$ cat config.mk
export PLATFORM = sky130hd
export DESIGN_NAME = repl_victim_sel
export DESIGN_NICKNAME = d
export VERILOG_FILES = /design/src/rtl/repl_victim_sel.sv
export SDC_FILE = /design/constraint.sdc
export NUM_CORES = 1
export LEC_CHECK = 0
export BUFFER_PORTS_ARGS = -buffer_cell sky130_fd_sc_hd__buf_2
export CAP_MARGIN = 20
export CORE_UTILIZATION = 45
export DETAILED_ROUTE_END_ITERATION = 7
export HOLD_SLACK_MARGIN = 0.15
export PLACE_DENSITY = 0.6
export RECOVER_POWER = 25
export SLEW_MARGIN = 10
export SYNTH_ARGS = -nofsm -noshare
export SYNTH_HDL_FRONTEND = slang
export SYNTH_SLANG_ARGS = --single-unit
$ cat constraint.sdc
create_clock -name clk -period 5.87 [get_ports clk]
set_input_delay 0.587 -clock clk [delete_from_list [all_inputs] [get_ports clk]]
set_output_delay 0.587 -clock clk [all_outputs]
set_load 0.05 [all_outputs]
$ cat src/rtl/repl_victim_sel.sv
module repl_victim_sel #(
  parameter int NUM_SETS = 8,
  parameter int NUM_WAYS = 4,
  localparam int SET_W = (NUM_SETS > 1) ? $clog2(NUM_SETS) : 1,
  localparam int WAY_W = (NUM_WAYS > 1) ? $clog2(NUM_WAYS) : 1
) (
  input  logic                clk,
  input  logic                rst_n,
  input  logic                flush,
  input  logic [1:0]          pol_sel,
  input  logic                upd_vld,
  input  logic [SET_W-1:0]    upd_set,
  input  logic [WAY_W-1:0]    upd_way,
  input  logic                upd_fill,
  input  logic [SET_W-1:0]    vq_set,
  input  logic [NUM_WAYS-1:0] vq_valid,
  output logic [WAY_W-1:0]    vq_way
);

  localparam logic [WAY_W-1:0] LAST = WAY_W'(NUM_WAYS - 1);

  logic [WAY_W-1:0] rank [NUM_SETS][NUM_WAYS];
  logic [WAY_W-1:0] ptr  [NUM_SETS];
  logic [15:0]      lfsr;

  logic promote, advance;
  assign promote = upd_vld && (upd_fill || pol_sel == 2'b01);
  assign advance = upd_vld && upd_fill;

  always_ff @(posedge clk or negedge rst_n) begin
    if (!rst_n) lfsr <= 16'hACE1;
    else        lfsr <= {lfsr[14:0], lfsr[15] ^ lfsr[13] ^ lfsr[12] ^ lfsr[10]};
  end

  always_ff @(posedge clk or negedge rst_n) begin
    if (!rst_n) begin
      for (int s = 0; s < NUM_SETS; s++) begin
        ptr[s] <= '0;
        for (int w = 0; w < NUM_WAYS; w++) rank[s][w] <= WAY_W'(w);
      end
    end else if (flush) begin
      for (int s = 0; s < NUM_SETS; s++) begin
        ptr[s] <= '0;
        for (int w = 0; w < NUM_WAYS; w++) rank[s][w] <= WAY_W'(w);
      end
    end else begin
      if (advance)
        ptr[upd_set] <= (ptr[upd_set] == LAST) ? '0 : ptr[upd_set] + 1'b1;
      if (promote) begin
        for (int w = 0; w < NUM_WAYS; w++) begin
          if (WAY_W'(w) == upd_way)
            rank[upd_set][w] <= LAST;
          else if (rank[upd_set][w] > rank[upd_set][upd_way])
            rank[upd_set][w] <= rank[upd_set][w] - 1'b1;
        end
      end
    end
  end

  logic [WAY_W-1:0] first_free, oldest, policy_pick;
  logic             any_free;

  assign any_free = ~&vq_valid;

  always_comb begin
    first_free = '0;
    for (int w = NUM_WAYS - 1; w >= 0; w--)
      if (!vq_valid[w]) first_free = WAY_W'(w);
  end

  always_comb begin
    oldest = '0;
    for (int w = 0; w < NUM_WAYS; w++)
      if (rank[vq_set][w] == '0) oldest = WAY_W'(w);
  end

  always_comb begin
    case (pol_sel)
      2'b10:   policy_pick = ptr[vq_set];
      2'b11:   policy_pick = WAY_W'(lfsr % 16'(NUM_WAYS));
      default: policy_pick = oldest;
    endcase
  end

  generate
    if (NUM_WAYS == 1) begin : g_direct
      assign vq_way = '0;
    end else begin : g_assoc
      assign vq_way = any_free ? first_free : policy_pick;
    end
  endgenerate

endmodule

# Word level (Yosys, flattened, before mapping)
# Cells that the tools add are included.
[classes] mux=58 add_sub_neg=5 n_eq_ne=7 n_bitwise=10 n_reduce_logical=11 magnitude_cmp=8
[ops] cell="$mux W64" count=16
[ops] cell="$bwmux W64" count=4
[ops] cell="$or A64 B64 Y64" count=4
[ops] cell="$demux W8 S3" count=4
[ops] cell="$bmux W8 S3" count=2
[ops] cell="$mux W16" count=2
[ops] cell="$mux W2" count=16
[ops] cell="$mux W8" count=3
[ops] cell="$mux W6" count=3
[ops] cell="$bwmux W16" count=1
[ops] cell="$bmux W2 S3" count=2
[ops] cell="$ge A4 B4 Y1 const B" count=2
[ops] cell="$gt A2 B2 Y1" count=4
[ops] cell="$logic_not A2 Y1" count=4
[ops] cell="$not A3 Y4" count=2
[ops] cell="$sub A2 B1 Y2 const B" count=4
[ops] cell="$demux W2 S3" count=1
[ops] cell="$eq A2 B2 Y1 const B" count=3
[ops] cell="$bmux W2 S2" count=1
[ops] cell="$eq A2 B2 Y1 const A" count=2
[ops] cell="$lt A4 B1 Y1 const B" count=1
[ops] cell="$mux W4" count=1
[ops] cell="$pmux W2 S2" count=1
[ops] cell="$reduce_and A4 Y1" count=1
[ops] cell="10 further kinds" count=15
[totals] output_inout_bits=2 regBits=96 input_bits=19 word_cells=140

# Logic depth before layout (Yosys ltp)
[logic_depth] ltp_word=27 mapped_depth=17 mapped_depth_nobuf=13

# Worst setup path before layout
# Ideal clock, no wire load.
[synth_path] kind="input to register" from="input port upd_set[1]" to="register rank[22] (netlist name)" t_arrival_ns=3.605 slack_ns=2.155 setup_ns=0.110 cell_stages=14 required_time_ns=5.760 n_path_buf=4 cell_sequence="buf_4 > buf_2 > buf_2 > nor2_1 > a22oi_1 > and2_1 > mux4_2 > inv_1 > ha_1 > a2bb2oi_2 > nor2b_1 > buf_1 > a21oi_1 > o41ai_1"
[synth_between] elab_chain_len=27 word_cells_on_any_way=47 cone_classes="add/sub: 4; order compare: 6; mux: 31; bitwise: 5; reduce/logical: 1"
[synth_lines] element="from (decl)" line="12" text="input logic [SET_W-1:0] upd_set,"
[synth_lines] element="$not A3 Y4 (implied by the code) (*)" line="52, 53, 54"
[synth_lines] element="$bmux W8 S3" line="53, 54"
[synth_lines] element="$mux W8 (implied by the code) (2 in series)" line="53, 54"
[synth_lines] element="$bmux W2 S2" line="53" text="else if (rank[upd_set][w] > rank[upd_set][upd_way])"
[synth_lines] element="$mux W2 (implied by the code) (2 in series)" line="53"
[synth_lines] element="$gt A2 B2 Y1" line="53"
[synth_lines] element="$mux W64" line="53"
[synth_lines] element="$mux W64" line="51" text="if (WAY_W'(w) == upd_way)"
[synth_lines] element="[... 9 more ...]"
[synth_lines] element="$mux W64" line="51"
[synth_lines] element="$mux W64" line="49" text="if (promote) begin"
[synth_lines] element="$mux W64" line="41" text="end else if (flush) begin"
[synth_lines] element="$bwmux W64" line="54" text="rank[upd_set][w] <= rank[upd_set][w] - 1'b1;"
[synth_lines] element="$mux W64" line="53"
[synth_lines] element="$mux W64 (*)" line="51"
[synth_lines] element="$mux W64 (*)" line="49"
[synth_lines] element="$mux W64 (*)" line="41"
[synth_lines] element="to (signal, indexed assignment)" line="54"
[synth_lines] element="to (decl)" line="22" text="logic [WAY_W-1:0] rank [NUM_SETS][NUM_WAYS];"
# Every way passes the cells marked *; elsewhere a longest branch is shown, timed or not. The select of a mux whose other input is x is not followed.
# A chain may end at the register's enable or synchronous reset.

# Worst setup path after layout
[layout_path] from="input port upd_set[0]" to="register rank[22] (netlist name)"
# The elaborated chain is that of the path after synthesis.

==> impl_results.md <==
* Status: finished, violations left
* Failing checks: capacitance limit, slew limit
* Fin Setup TNS at 0 ps
* Synthesized flop and latch total at between 90 and 100
* Clk_skew at 11.6 ps
* All-Layer GR Usage at 28.1%
* Global-route wire length before repair at 27600 um
* Hold_ws at 353 ps
* CTS tree: done
* F_max at 0.225 GHz
* Post-synth top area share at about a quarter
* Cts hold-fix bufs at 0
* Asr flop ratio synth at 100%
* Synth Warn # at 0
* Starting DRT DRC Count at 461
* Max Fanout on Critical Path at 33
* Syn Inst Count at 620
* Post-synth cell types at 65
* Worst flop-to-flop path startpoint: rank[8]
* Via Count at 5088
* Top-count cell post-synth: a21oi_1
* Largest net degree at the start of global routing at 59
* GR Overflow Total at 0
* Core area at 12600 um^2
* Initial Util at 46.1%
* Mapped Nets at 648
* Vias per cell at 6.45
* Final-report setup violation count at 0
* Clock transition at path regs at 70 ps
* Worst EP arrival at 4690 ps
* Syn Area/Cell at 9.34 um^2
* FP Rows at 41
* Global placement routability congestion at 0.909
* CTS root buf: clkbuf_16
* DRC at 0
* Final Critical Period at roughly 4400 ps
* Worst-Skew Late Latency at 360 ps
* Share of layout cells above drive strength 1 at 18.0%
* Worst setup EP type: flop
* Pint at about 1.2 mW
* Mapped cell area at 5790 um^2
* Layout net count at 640
* Comb pwr share at a little under a quarter
* Clock tree buffer depth at 2
* Flop2flop setup slack at 2000 ps
* Vias in the first global route at 4933
* H-tree depth at 3
* DR pass1 iterations at 5
* Grt met3 use at 5.28%
* Top post-synthesis cells by area: dfrtp_1 (24%), dfstp_2 (18%), a21oi_1 (8.0%)
* Sw frac at 33.3%
* CP Launch Type: input pin
* TritonCTS Sinks at between 90 and 100
* Worst slew pin tran at about 2200 ps
* P_leak at 2.47 nW
* Initial antenna violation count at 0
* FF-to-FF End: rank[22]
* Reg2reg path depth at 11
* Post-DRT Antenna Nets at 0
* Area leader, netlist: dfrtp_1
* Top Ports at 21
* Post-DR wirelength/cell at 22.0 um
* Most frequent cells after synthesis: a21oi_1 (92), nand2_1 (57), dfrtp_1 (56)
* Fin. Hold Viols at 0
* Total Wirelength at 17400 um
* Clock power frac at 31.7%
* Fin worst setup slack at ~1400 ps
* Slew Limit Fails at 40
* Busiest grt layer: met2
* IO buf count at 20
* Num CTS Buffers at 9
* # diodes at 0
* Reg power frac at ~44%
* Critical Path Source: upd_set[0]
* Die Area at 13300 um^2
* Final worst-path cycle share at 75.5%
* Post-CTS Setup Bufs at 0
* Slew HR at -47.6%
* P_sw at between 500 and 600 uW
* Peak VDD IR at about 0.00025 V
* Area delta synth->final at 7.63%
* Crit path kind: in -> reg
* EDFF count, synth at 0
* Vert. Die Dim at 115 um
* Met2 usage at 42.5%
* M1 GR Usage at 38.5%
* Seq/Total Area, Yosys at between 40% and 50%
* WP data required at about 6100 ps
* Hold Crit Class: reg -> reg
* Max Cap Viol at 1
* Die Wd at 115 um
* Worst Setup EP: rank[22]
* RSZ-0062 raised after global routing: false
* DP HPWL at approximately 12000 um
* PD cells at 287 nW/um^2
* Pre-CTS setup slack at ~1100 ps
* CTS resizes at 0
* Most used DFF post-synth: dfrtp_1
==> flip-flops by register name, summed over array words and instances, names as in the netlist <==
signal	count
lfsr	16
ptr	16
rank	64
==> critical path, cell delays in order <==
cell	delay [ps]
buf_2	530
inv_1	400
nor2_1	190
o21ai_0	180
and2_1	270
mux4_2	460
inv_1	130
ha_1	260
a2bb2oi_2	330
nor2b_1	560
a21oi_1	380
o41ai_1	400
==> logic make-up (layout without fill, tap and decap cells) <==
| logic type | Yosys count | count (layout) | synth area share [%] |
|---|---|---|---|
| AO/OA/AOI/OAI | 214 | 214 | 24.1 |
| AND/OR/NAND/NOR | 193 | 193 | 16.2 |
| flip-flops | 96 | 96 | 42.4 |
| buffers and inverters | 70 | 67 | 5.34 |
| multiplexers | 32 | 32 | 8.91 |
| adder cells (fa/ha/maj) | 9 | 9 | 1.95 |
| XOR/XNOR | 6 | 6 | 1.17 |
==> per-layer routing <==
metal / share of wire, % / routed length (um)
met5: 0 / 0
met4: 3.5 / 607
met3: 7.9 / 1370
met2: 46 / 8070
met1: 42 / 7320
==> cell type report <==
type	instances	area (um^2)
Clock buffer	11	243
Clock inverter	5	41.3
Fill cell	1159	6340
Inverter	22	82.6
Multi-Input combinational cell	454	3030
Sequential cell	96	2450
Tap cell	172	215
Timing Repair Buffer	29	166
==> per-stage QoR <==
| stage | std cells | power [mW] | instance area (um^2) | utilization (%) |
|---|---|---|---|---|
| global route | 789 | 1.88 | 6230 | 49.6 |
| detailed placement | 772 | 1.23 | 5940 | 47.3 |
| floorplan | 620 | 1.10 | 5790 | - |
| finish | 789 | 1.79 | 6230 | 49.6 |
| global placement | 772 | 1.22 | 5940 | 47.3 |
| CTS | 788 | 1.80 | 6230 | 49.5 |
==> power groups by stage <==
stage / logic (mW) / registers [mW] / clock network, mW
after floorplan: 0.319 / 0.782 / 0
after global placement: 0.413 / 0.806 / 0
after detailed placement: 0.422 / 0.804 / 0
after CTS: 0.423 / 0.793 / 0.582
after global routing: 0.474 / 0.800 / 0.605
final: 0.429 / 0.795 / 0.567
==> worst min path at each step <==
stage,start,to,slack [ps],cells past startpoint
floorplan,rst_n,lfsr[12],290,0
finish,lfsr[14],lfsr[15],350,0
CTS,rst_n,rank[62],200,1
global placement,lfsr[2],lfsr[3],330,0
global route,lfsr[14],lfsr[15],360,0
detailed placement,lfsr[2],lfsr[3],340,0
==> cells in the final DEF (no fill, tap or decap), types with 4 or more instances in the layout <==
master and count:
a21oi_1 92, nand2_1 57, dfrtp_1 56, nor2_1 37, dfstp_2 37, nor3_1 24, o21ai_0 24, inv_1 21
buf_2 19, a31oi_1 16, nand3_1 15, mux4_2 14, nand2b_1 13, a22oi_1 12, nor2b_1 11, mux2i_1 11
nand4_1 9, o22ai_1 9, ha_1 9, clkbuf_16 9, buf_4 9, o2bb2ai_1 8, a32o_1 8, or3_1 7
o41ai_1 7, mux2_2 6, a221oi_1 6, nand3b_1 5, and2_1 5, a2bb2oi_1 5, a41oi_1 4
Power figures use the tool's default switching activity.
